**config.mk**
```make
export PLATFORM = sky130hd
export DESIGN_NAME = dma_irq_status
export DESIGN_NICKNAME = d
export VERILOG_FILES = /design/src/rtl/dma_irq_pkg.sv /design/src/rtl/dma_irq_flags.sv /design/src/rtl/dma_irq_summary.sv /design/src/rtl/dma_irq_status.sv
export SDC_FILE = /design/constraint.sdc
export NUM_CORES = 1
export LEC_CHECK = 0
export BUFFER_PORTS_ARGS = -buffer_cell sky130_fd_sc_hd__clkbuf_2
export CAP_MARGIN = 0
export CORE_MARGIN = 1
export CORE_UTILIZATION = 32
export DETAILED_ROUTE_END_ITERATION = 16
export PLACE_DENSITY = 0.85
export SYNTH_ARGS = -nofsm -noshare
export SYNTH_HDL_FRONTEND = slang
export SYNTH_SLANG_ARGS = --single-unit
```
**constraint.sdc**
```tcl
create_clock -name clk -period 1.4 [get_ports clk]
set_clock_uncertainty 0.05 [all_clocks]
set_input_delay 0.28 -clock clk [delete_from_list [all_inputs] [get_ports clk]]
set_output_delay 0.28 -clock clk [all_outputs]
set_load 0.02 [all_outputs]
```
**src/rtl/dma_irq_pkg.sv**
```systemverilog
package dma_irq_pkg;
  localparam int unsigned STAT_W = 32;
  localparam int unsigned EVT_W  = 16;

  localparam int unsigned B_TXD  = 0;
  localparam int unsigned B_RXD  = 6;
  localparam int unsigned B_FBE  = 13;
  localparam int unsigned B_ERX  = 14;
  localparam int unsigned B_ABN  = 15;
  localparam int unsigned B_NRM  = 16;

  localparam logic [STAT_W-1:0] NRM_GRP = 32'h0000_4045;
  localparam logic [STAT_W-1:0] ABN_GRP = 32'h0000_27BA;
  localparam logic [STAT_W-1:0] EVT_GRP = NRM_GRP | ABN_GRP;

  function automatic logic grp_active(input logic [STAT_W-1:0] flags,
                                      input logic [STAT_W-1:0] en,
                                      input logic [STAT_W-1:0] grp);
    return |(flags & en & grp);
  endfunction

  function automatic logic sticky_next(input logic q, input logic set,
                                       input logic clr);
    return set | (q & ~clr);
  endfunction
endpackage

```
**src/rtl/dma_irq_flags.sv**
```systemverilog
module dma_irq_flags
  import dma_irq_pkg::*;
#(
  parameter int unsigned EW = EVT_W
) (
  input  logic          clk,
  input  logic          rst_n,
  input  logic [EW-1:0] evt_i,
  input  logic [EW-1:0] clr_i,
  output logic [EW-1:0] flags_o
);
  logic erx_hold;
  assign erx_hold = flags_o[B_RXD] | evt_i[B_RXD];

  for (genvar b = 0; b < EW; b++) begin : g_bit
    if (EVT_GRP[b]) begin : g_ff
      logic q_r;
      logic hold_b;
      if (b == B_ERX) begin : g_erx
        assign hold_b = erx_hold;
      end else begin : g_plain
        assign hold_b = 1'b0;
      end
      always_ff @(posedge clk) begin
        if (!rst_n)      q_r <= 1'b0;
        else if (hold_b) q_r <= 1'b0;
        else             q_r <= sticky_next(q_r, evt_i[b], clr_i[b]);
      end
      assign flags_o[b] = q_r;

      if (b != B_ERX) begin : g_chk

        evt_wins_chk: assert property (@(posedge clk) disable iff (!rst_n)
          evt_i[b] |=> q_r);
      end
    end else begin : g_rsv
      assign flags_o[b] = 1'b0;
    end
  end


  erx_excl_chk: assert property (@(posedge clk) disable iff (!rst_n)
    flags_o[B_RXD] |-> !flags_o[B_ERX]);
endmodule

```
**src/rtl/dma_irq_summary.sv**
```systemverilog
module dma_irq_summary (
  input  logic clk,
  input  logic rst_n,
  input  logic set_i,
  input  logic clr_i,
  output logic sum_o
);
  always_ff @(posedge clk) begin
    if (!rst_n) sum_o <= 1'b0;
    else        sum_o <= dma_irq_pkg::sticky_next(sum_o, set_i, clr_i);
  end


  sum_hold_chk: assert property (@(posedge clk) disable iff (!rst_n)
    (sum_o && !clr_i) |=> sum_o);

  sum_clear_chk: assert property (@(posedge clk) disable iff (!rst_n)
    (clr_i && !set_i) |=> !sum_o);
endmodule

```
**src/rtl/dma_irq_status.sv**
```systemverilog
module dma_irq_status
  import dma_irq_pkg::*;
#(
  parameter int unsigned SW = STAT_W,
  parameter int unsigned EW = EVT_W
) (
  input  logic          clk,
  input  logic          rst_n,
  input  logic [EW-1:0] evt_i,
  input  logic          wr_en_i,
  input  logic [SW-1:0] wr_data_i,
  input  logic [SW-1:0] en_i,
  output logic [SW-1:0] rd_data_o,
  output logic          irq_o,
  output logic          bus_off_o
);
  logic [EW-1:0] flag_clr;
  logic [EW-1:0] flags;
  logic [SW-1:0] flags_w;
  logic          nrm_set, abn_set, nrm_clr, abn_clr;
  logic          nrm_sum, abn_sum;

  assign flag_clr = wr_en_i ? wr_data_i[EW-1:0] : '0;

  dma_irq_flags #(.EW(EW)) i_flags (
    .clk    (clk),
    .rst_n  (rst_n),
    .evt_i  (evt_i),
    .clr_i  (flag_clr),
    .flags_o(flags)
  );

  always_comb begin
    flags_w         = '0;
    flags_w[EW-1:0] = flags;
  end

  assign nrm_set = grp_active(flags_w, en_i, NRM_GRP);
  assign abn_set = grp_active(flags_w, en_i, ABN_GRP);
  assign nrm_clr = wr_en_i & wr_data_i[B_NRM];
  assign abn_clr = wr_en_i & wr_data_i[B_ABN];

  dma_irq_summary i_nrm (
    .clk(clk), .rst_n(rst_n), .set_i(nrm_set), .clr_i(nrm_clr), .sum_o(nrm_sum)
  );
  dma_irq_summary i_abn (
    .clk(clk), .rst_n(rst_n), .set_i(abn_set), .clr_i(abn_clr), .sum_o(abn_sum)
  );

  always_comb begin
    rd_data_o        = flags_w;
    rd_data_o[B_ABN] = abn_sum;
    rd_data_o[B_NRM] = nrm_sum;
  end

  assign irq_o     = (nrm_sum & en_i[B_NRM]) | (abn_sum & en_i[B_ABN]);
  assign bus_off_o = flags[B_FBE];


  bus_off_rise_chk: assert property (@(posedge clk) disable iff (!rst_n)
    evt_i[B_FBE] |=> bus_off_o);

  nrm_set_chk: assert property (@(posedge clk) disable iff (!rst_n)
    nrm_set |=> rd_data_o[B_NRM]);

  abn_set_chk: assert property (@(posedge clk) disable iff (!rst_n)
    abn_set |=> rd_data_o[B_ABN]);

  rsv_zero_chk: assert property (@(posedge clk) disable iff (!rst_n)
    $past(evt_i[12:11] != 2'b00) |-> (rd_data_o[12:11] == 2'b00));
endmodule

```
==> results of run 1 <==
==> layer usage <==
layer | part of all wire (%) | GRT usage (%)
met5 | 0 | 0
met2 | 51 | 21.8
met3 | 9.8 | 5.51
met1 | 39 | 14.3
met4 | 0 | 1.32
==> worst paths after layout <==
path | start | end
max | i_nrm.sum_o$_SDFF_PN0_ | irq_o
min reg2reg | i_flags.g_bit[6].g_ff.q_r$_SDFF_PN0_ | i_flags.g_bit[14].g_ff.q_r$_SDFF_PP0_
min | evt_i[6] | i_flags.g_bit[14].g_ff.q_r$_SDFF_PP0_
max reg2reg | i_flags.g_bit[1].g_ff.q_r$_SDFF_PN0_ | i_abn.sum_o$_SDFF_PN0_
==> through the flow <==
step                cell area, sq um  util, %  total power, W
finish                          1000     43.7        0.000972
global route                    1000     43.7         0.00104
CTS                             1000     43.7        0.000992
detailed placement               976     42.5        0.000751
global placement                 976     42.5        0.000748
floorplan                        867        -        0.000715
==> Yosys cell counts <==
| cell type | n |
|---|---|
| buf_4 | 33 |
| dfxtp_1 | 15 |
| nand2_1 | 15 |
| a21oi_1 | 14 |
| nor2_1 | 12 |
| a222oi_1 | 3 |
| a22o_1 | 2 |
| a221oi_1 | 1 |
| a22oi_1 | 1 |
| a31oi_1 | 1 |
| clkbuf_1 | 1 |
| conb_1 | 1 |
| inv_1 | 1 |
| nor4_1 | 1 |
==> cells by family (layout without fill, tap and decap cells) <==
group / after synthesis / count (layout) / synth area share (%)
buf+inv: 35 / 69 / 31.6
other cells: 1 / 17 / 0.465
compound gates: 22 / 22 / 17.4
flops: 15 / 15 / 37.2
simple gates: 28 / 28 / 13.3
==> worst register-to-register path: stages, from the launching register on <==
cell and delay, ns:
dfxtp_1 0.34, a22o_1 0.24, a221oi_1 0.24, a31oi_1 0.12
==> power by group <==
part | switching, W | internal, W | leakage (nW)
clock | 0.000128 | 0.000106 | 0.0177
sequential | 0.0000249 | 0.000458 | 0.125
combinational | 0.000152 | 0.000103 | 0.429
total | 0.000305 | 0.000667 | 0.572
==> sequential cells by signal, summed over array words and instances, names as in the netlist <==
name,flops
i_abn.sum_o,1
i_flags.g_bit.g_ff.q_r,13
i_nrm.sum_o,1
==> layout make-up <==
class                   instances  share of cell area (%)
multi-input cells              67                    31.0
well taps                      28                    3.49
clock buffers                   3                    2.24
flip-flops and latches         15                    29.9
inverters                       1                   0.374
repair buffers                 64                    32.4
clock inverters                 1                   0.499
==> flow_metrics.env, run 1 <==
export IMPL_maxCapViolations=0
export IMPL_initial_core_util_pct=35.1
export IMPL_rsz0062_at_grt="false"
export IMPL_std_cell_rows=17
export IMPL_rrSetupSlack_ns=0.28
export IMPL_antenna_found_initial=0
export IMPL_synth_area_sq_um=807
export IMPL_grt_max_degree=11
export IMPL_ys_seq_area_share_pct=37.2
export IMPL_critPathCaptureType="output pin"
export IMPL_first_global_vias=636
export IMPL_holdPathStages=2
export IMPL_ir_worst_vdd_mv=0.636
export IMPL_setup_viol_count_final=0
export IMPL_cts_tree="built"
export IMPL_nFillCells=260
export IMPL_criticalPathCategory="reg2out"
export IMPL_drtAntennaViolNets=0
export IMPL_clkTransAtPathRegs_ns=0.09
export IMPL_via_count=772
export IMPL_cellLeakagePower_nw=0.572
export IMPL_worstPathCellList="a22o_1 > clkbuf_2"
export IMPL_fp_dieArea_sq_mm=0.00273
export IMPL_arrival_ns=0.96
export IMPL_layout_drive_gt1_share_pct=45.0
export IMPL_fmax_mhz=778
export IMPL_antenna_cells=0
export IMPL_layout_worst_path_cycle_share_pct=91.9
export IMPL_critPathBufInv=1
export IMPL_hold_path_class="in2reg"
export IMPL_setup_ws_ns=0.114
export IMPL_area_delta_synth_final_pct=24.3
export IMPL_dpl_worst_slack_ns=0.234
export IMPL_synth_top_cell_by_area="dfxtp_1"
export IMPL_die_h_um=52.2
export IMPL_firstDrtPassIters=4
export IMPL_regArea_sq_um=300
export IMPL_drt_wl_total_um=1670
export IMPL_post_cts_setup_buffers=0
export IMPL_status="finished clean"
export IMPL_port_buffers=62
export IMPL_hold_violations=0
export IMPL_die_width_um=52.2
export IMPL_core_area_sq_mm=0.00230
export IMPL_netlist_instances=101
export IMPL_slew_violations=0
export IMPL_drtIter0Drc=11
export IMPL_ys_ff_latch=15
export IMPL_ios=117
export IMPL_place_hpwl_um=1450
export IMPL_cts_buffers_inserted=3
export IMPL_avgSynthCellArea_sq_um=7.99
export IMPL_htree_levels=1
export IMPL_fin_crit_ns=1.29
export IMPL_critPathRequiredTime_ns=1.07
export IMPL_place_inst=175
export IMPL_grt_usage_pct=12.4
export IMPL_r2r_cells=3
export IMPL_final_common_cell="clkbuf_2"
export IMPL_cts_buffer_depth=2
export IMPL_stdcell_count=179
export IMPL_cts_sinks=15
export IMPL_synth_cell_type_count=14
export IMPL_finalSetupTns_ns=0
export IMPL_cts_resized=0
export IMPL_power_density_mw_per_mm2=969
export IMPL_multi_input_area_sq_um=312
export IMPL_hold_ws_ns=0.130
export IMPL_synthTopCellsByArea="dfxtp_1 37%, buf_4 31%, a21oi_1 8.7%"
export IMPL_start_kind="register"
export IMPL_cts_root_buffer="clkbuf_4"
export IMPL_cp_depth=2
export IMPL_path_max_fanout=3
export IMPL_slowest_delay_ns=0.34
export IMPL_layout_common_cells="62 x clkbuf_2, 17 x conb_1, 15 x nand2_1, 15 x dfxtp_1, 14 x a21oi_1"
export IMPL_yosysTopAreaCellShare_pct=37.2
export IMPL_overflow=0
export IMPL_crit_family="flip-flops"
export IMPL_yosys_warnings=0
export IMPL_ctsHoldBuffers=0
export IMPL_crit_slowest_cell="dfxtp_1"
export IMPL_grt_pass1_wl_um=2470
export IMPL_viasPerCell=4.31
export IMPL_routedWlPerCell_um=9.32
export IMPL_drc=0
export IMPL_gp_congestion=0.626
export IMPL_clock_latency_ns=0.28
export IMPL_layout_nets=235
(Power assumes the default switching activity.)
==> run 2, diff against run 1 <==
CORE_UTILIZATION = 30   (was 32)
CTS_BUF_LIST = sky130_fd_sc_hd__clkbuf_2 sky130_fd_sc_hd__clkbuf_4 sky130_fd_sc_hd__clkbuf_8   (was unset)
PLACE_DENSITY = 0.81   (was 0.85)
==> run 2 against run 1 <==
Compared with the run above:
- via count increased by 0.39%
- design area increased by 0.25%
- worst setup slack got worse by 0.012 ns
- utilization decreased by 3.4 points
- hold slack got worse by 0.0090 ns
- non-clock buffer count unchanged
- critical path type unchanged
- highest routed layer unchanged
==> flow_metrics.env, run 2 (synthesized netlist as in run 1, its figures left out) <==
export IMPL_ir_worst_vdd_mv=0.565
export IMPL_status="finished clean"
export IMPL_gp_congestion=0.661
export IMPL_hold_violations=0
export IMPL_drt_wl_total_um=1780
export IMPL_fp_dieArea_sq_mm=0.00290
export IMPL_slew_violations=0
export IMPL_place_hpwl_um=1510
export IMPL_die_width_um=53.9
export IMPL_top_register="i_flags.g_bit.g_ff.q_r"
export IMPL_fin_crit_ns=1.30
export IMPL_htree_levels=1
export IMPL_start_kind="register"
export IMPL_grt_pass1_wl_um=2600
export IMPL_grt_usage_pct=13.0
export IMPL_first_global_vias=678
export IMPL_cts_tree="built"
export IMPL_std_cell_rows=18
export IMPL_initial_core_util_pct=32.3
export IMPL_drtAntennaViolNets=0
export IMPL_antenna_cells=0
export IMPL_firstDrtPassIters=4
export IMPL_fmax_mhz=770
export IMPL_cts_resized=0
export IMPL_layout_common_cells="62 x clkbuf_2, 17 x conb_1, 15 x nand2_1, 15 x dfxtp_1, 14 x a21oi_1"
export IMPL_clkTransAtPathRegs_ns=0.10
export IMPL_arrival_ns=0.97
export IMPL_rsz0062_at_grt="false"
export IMPL_clock_latency_ns=0.28
export IMPL_power_density_mw_per_mm2=978
export IMPL_layout_drive_gt1_share_pct=45.0
export IMPL_cts_buffer_depth=2
export IMPL_drtIter0Drc=14
export IMPL_grt_max_degree=10
export IMPL_setup_viol_count_final=0
export IMPL_rrSetupSlack_ns=0.26
export IMPL_cellLeakagePower_nw=0.572
export IMPL_final_common_cell="clkbuf_2"
export IMPL_critPathCaptureType="output pin"
export IMPL_critPathRequiredTime_ns=1.07
export IMPL_layout_nets=235
export IMPL_place_area_sq_um=978
export IMPL_layout_worst_path_cycle_share_pct=92.7
export IMPL_drc=0
export IMPL_maxCapViolations=0
export IMPL_area_delta_synth_final_pct=24.7
export IMPL_finalSetupTns_ns=0
export IMPL_ios=117
export IMPL_via_count=775
export IMPL_criticalPathCategory="reg2out"
export IMPL_cts_root_buffer="clkbuf_4"
export IMPL_post_cts_setup_buffers=0
export IMPL_port_buffers=62
export IMPL_path_max_fanout=3
export IMPL_core_area_sq_mm=0.00250
export IMPL_hold_path_class="in2reg"
export IMPL_cts_buffers_inserted=3
export IMPL_overflow=0
export IMPL_die_h_um=53.9
export IMPL_reg_top3="i_flags.g_bit.g_ff.q_r (13), i_abn.sum_o (1), i_nrm.sum_o (1)"
export IMPL_ctsHoldBuffers=0
export IMPL_routedWlPerCell_um=9.83
export IMPL_viasPerCell=4.28
export IMPL_antenna_found_initial=0
export IMPL_cts_sinks=15
export IMPL_postLayoutCellArea_sq_mm=0.00101
export IMPL_largest_reg_flops=13
==> run 2: cell counts in the layout (fill, tap and decap cells not counted) <==
No cell type changed its count.
==> run 2: per-stage QoR <==
stage	worst slack, ns	hold slack (ns)	util, %	total power, W	std cells
2_1_floorplan	0.413	0.307	-	0.000715	117
3_3_place_gp	0.220	0.418	39.1	0.000748	177
3_5_place_dp	0.217	0.428	39.1	0.000753	177
4_1_cts	0.0796	0.108	40.2	0.00101	181
5_1_grt	0.0432	0.0929	40.2	0.00106	181
6_report	0.102	0.121	40.2	0.000984	181
==> run 2: final cells by class <==
cell class	count	area, sq um
multi-input cells	67	312
clock buffers	3	22.5
fillers	277	1490
inverters	1	3.75
flip-flops and latches	15	300
well taps	30	37.5
clock inverters	1	5.00
repair buffers	64	325
==> run 2: report_power, final <==
| part | switching (W) | internal [W] |
|---|---|---|
| Clock | 0.000139 | 0.000106 |
| Sequential | 0.0000252 | 0.000458 |
| Combinational | 0.000153 | 0.000103 |
==> run 2: final timing paths <==
path / to / cells past startpoint / start
min: i_flags.g_bit[14].g_ff.q_r$_SDFF_PP0_ / 2 / evt_i[6]
max reg2reg: i_abn.sum_o$_SDFF_PN0_ / 3 / i_flags.g_bit[1].g_ff.q_r$_SDFF_PN0_
min reg2reg: i_flags.g_bit[14].g_ff.q_r$_SDFF_PP0_ / 1 / i_flags.g_bit[6].g_ff.q_r$_SDFF_PN0_
max: irq_o / 2 / i_abn.sum_o$_SDFF_PN0_
==> run 2: worst max-delay path: stages (launching register included) <==
cell and delay (ns):
dfxtp_1 0.34, a22o_1 0.21, clkbuf_2 0.15
==> run 2: per-layer routing <==
layer  vias to the layer above  wire length [um]  track usage (%)
li1                        390                 -                -
met4                         0                 0             2.63
met1                       340               708             12.5
met5                         -                 0                0
met3                         0               153             5.08
met2                        45               918             25.5
==> run 3, diff against run 2 <==
CORE_UTILIZATION = 33   (was 30)
PLACE_DENSITY = 0.88   (was 0.81)
clock period = 1.7 ns   (was 1.4 ns; I/O delays follow)
==> run 3 against run 2 <==
Compared with the run above:
- final cell count fell by 1.7%
- global-route usage fell by 0.74 points
- via count fell by 1.0%
- register-to-register slack improved by 0.33 ns
- sequential cell count did not move
- clock-buffer cell count rose by 1
- first-iteration DRC count fell by 29%
==> flow_metrics.env, run 3 (synthesized netlist as in run 1, its figures left out) <==
export IMPL_ir_worst_vdd_mv=0.547
export IMPL_rsz0062_at_grt="false"
export IMPL_r2r_cells=3
export IMPL_gp_congestion=0.685
export IMPL_path_max_fanout=3
export IMPL_start_kind="register"
export IMPL_ios=117
export IMPL_area_delta_synth_final_pct=23.7
export IMPL_layout_common_cells="62 x clkbuf_2, 17 x conb_1, 15 x nand2_1, 15 x dfxtp_1, 14 x a21oi_1"
export IMPL_post_cts_setup_buffers=0
export IMPL_slew_violations=0
export IMPL_holdPathStages=2
export IMPL_grt_pass1_wl_um=2350
export IMPL_drt_wl_total_um=1670
export IMPL_rrSetupSlack_ns=0.59
export IMPL_cellLeakagePower_nw=0.568
export IMPL_hold_path_startpoint="evt_i[6]"
export IMPL_power_density_mw_per_mm2=819
export IMPL_hold_ws_ns=0.192
export IMPL_status="finished clean"
export IMPL_layout_drive_gt1_share_pct=44.7
export IMPL_crit_slowest_cell="dfxtp_1"
export IMPL_antenna_cells=0
export IMPL_grt_usage_pct=12.3
export IMPL_worstPathCellList="a22o_1 > clkbuf_2"
export IMPL_critPathCaptureType="output pin"
export IMPL_critPathRequiredTime_ns=1.31
export IMPL_cts_sinks=15
export IMPL_cts_buffers_inserted=3
export IMPL_r2r_start="i_flags.g_bit[1].g_ff.q_r$_SDFF_PN0_"
export IMPL_core_area_sq_mm=0.00225
export IMPL_antenna_found_initial=0
export IMPL_grt_max_degree=16
export IMPL_hold_path_class="in2reg"
export IMPL_cts_buffer_depth=2
export IMPL_layout_nets=234
export IMPL_clock_latency_ns=0.27
export IMPL_maxCapViolations=0
export IMPL_largest_reg_flops=13
export IMPL_htree_levels=1
export IMPL_cts_root_buffer="clkbuf_4"
export IMPL_hold_violations=0
export IMPL_routedWlPerCell_um=9.38
export IMPL_setup_viol_count_final=0
export IMPL_first_global_vias=589
export IMPL_fp_dieArea_sq_mm=0.00265
export IMPL_firstDrtPassIters=4
export IMPL_viasPerCell=4.31
export IMPL_finalSetupTns_ns=0
export IMPL_initial_core_util_pct=35.8
export IMPL_cts_tree="built"
export IMPL_ctsHoldBuffers=0
export IMPL_timing_rr_end="i_abn.sum_o$_SDFF_PN0_"
export IMPL_drc=0
export IMPL_top_register="i_flags.g_bit.g_ff.q_r"
export IMPL_hold_end="i_flags.g_bit[14].g_ff.q_r$_SDFF_PP0_"
export IMPL_die_width_um=51.5
export IMPL_overflow=0
export IMPL_die_h_um=51.5
export IMPL_layout_worst_path_cycle_share_pct=79.5
export IMPL_slowest_delay_ns=0.34
export IMPL_via_count=767
export IMPL_drtAntennaViolNets=0
export IMPL_clkTransAtPathRegs_ns=0.08
export IMPL_port_buffers=62
export IMPL_place_hpwl_um=1420
export IMPL_final_common_cell="clkbuf_2"
export IMPL_cts_resized=0
export IMPL_fmax_mhz=740
export IMPL_criticalPathCategory="reg2out"
export IMPL_reg_top3="i_flags.g_bit.g_ff.q_r (13), i_abn.sum_o (1), i_nrm.sum_o (1)"
export IMPL_arrival_ns=0.96
export IMPL_utilization_pct=44.3
export IMPL_drtIter0Drc=10
export IMPL_std_cell_rows=17
export IMPL_fin_crit_ns=1.35
[run 3: changes by cell type in the layout (fill, tap and decap cells not counted)]
cell / before / now
clkbuf_4: 3 / 4
clkinv_2: 1 / 0
buf_4: 2 / 1
[run 3: layer usage]
metal  routed length, um  global-route usage [%]  part of all wire (%)  vias to the layer above
li1                    -                       -                     -                      389
met1                 651                    13.9                    39                      330
met2                 832                    21.0                    50                       48
met3                 185                    6.25                    11                        0
met4                   0                    1.35                     0                        0
met5                   0                       0                     0                        -
[run 3: area by class of cell]
type / count / area, sq um
multi-input cells: 67 / 312
flip-flops and latches: 15 / 300
fillers: 256 / 1260
inverters: 1 / 3.75
clock buffers: 4 / 30.0
repair buffers: 63 / 318
well taps: 28 / 35.0
[run 3: how the worst max path moves through the flow]
stage	start	to	slack (ns)	cells after the start
detailed placement	wr_en_i	i_nrm.sum_o$_SDFF_PN0_	0.45	4
CTS	i_abn.sum_o$_SDFF_PN0_	irq_o	0.33	2
global placement	en_i[1]	i_abn.sum_o$_SDFF_PN0_	0.46	4
floorplan	i_flags.g_bit[13].g_ff.q_r$_SDFF_PN0_	rd_data_o[13]	0.67	1
finish	i_abn.sum_o$_SDFF_PN0_	irq_o	0.35	2
global route	i_abn.sum_o$_SDFF_PN0_	irq_o	0.29	2
[run 3: worst max-delay path, delay by kind of cell (launching register included)]
| family | cells | cell delay (ns) |
|---|---|---|
| AOI/OAI and AO/OA | 1 | 0.20 |
| buffers and inverters | 1 | 0.15 |
| DFF | 1 | 0.34 |
[run 3: power breakdown]
group	switching [W]	internal, W
logic	0.000125	0.0000833
registers	0.0000207	0.000377
clock network	0.000105	0.000107
total	0.000250	0.000568
[run 3: per-stage QoR]
step	area, sq um	total power, W	setup WS, ns	cells
floorplan	867	0.000589	0.671	117
global placement	968	0.000613	0.457	174
detailed placement	968	0.000616	0.449	174
CTS	998	0.000835	0.327	178
global route	998	0.000871	0.292	178
finish	998	0.000818	0.348	178
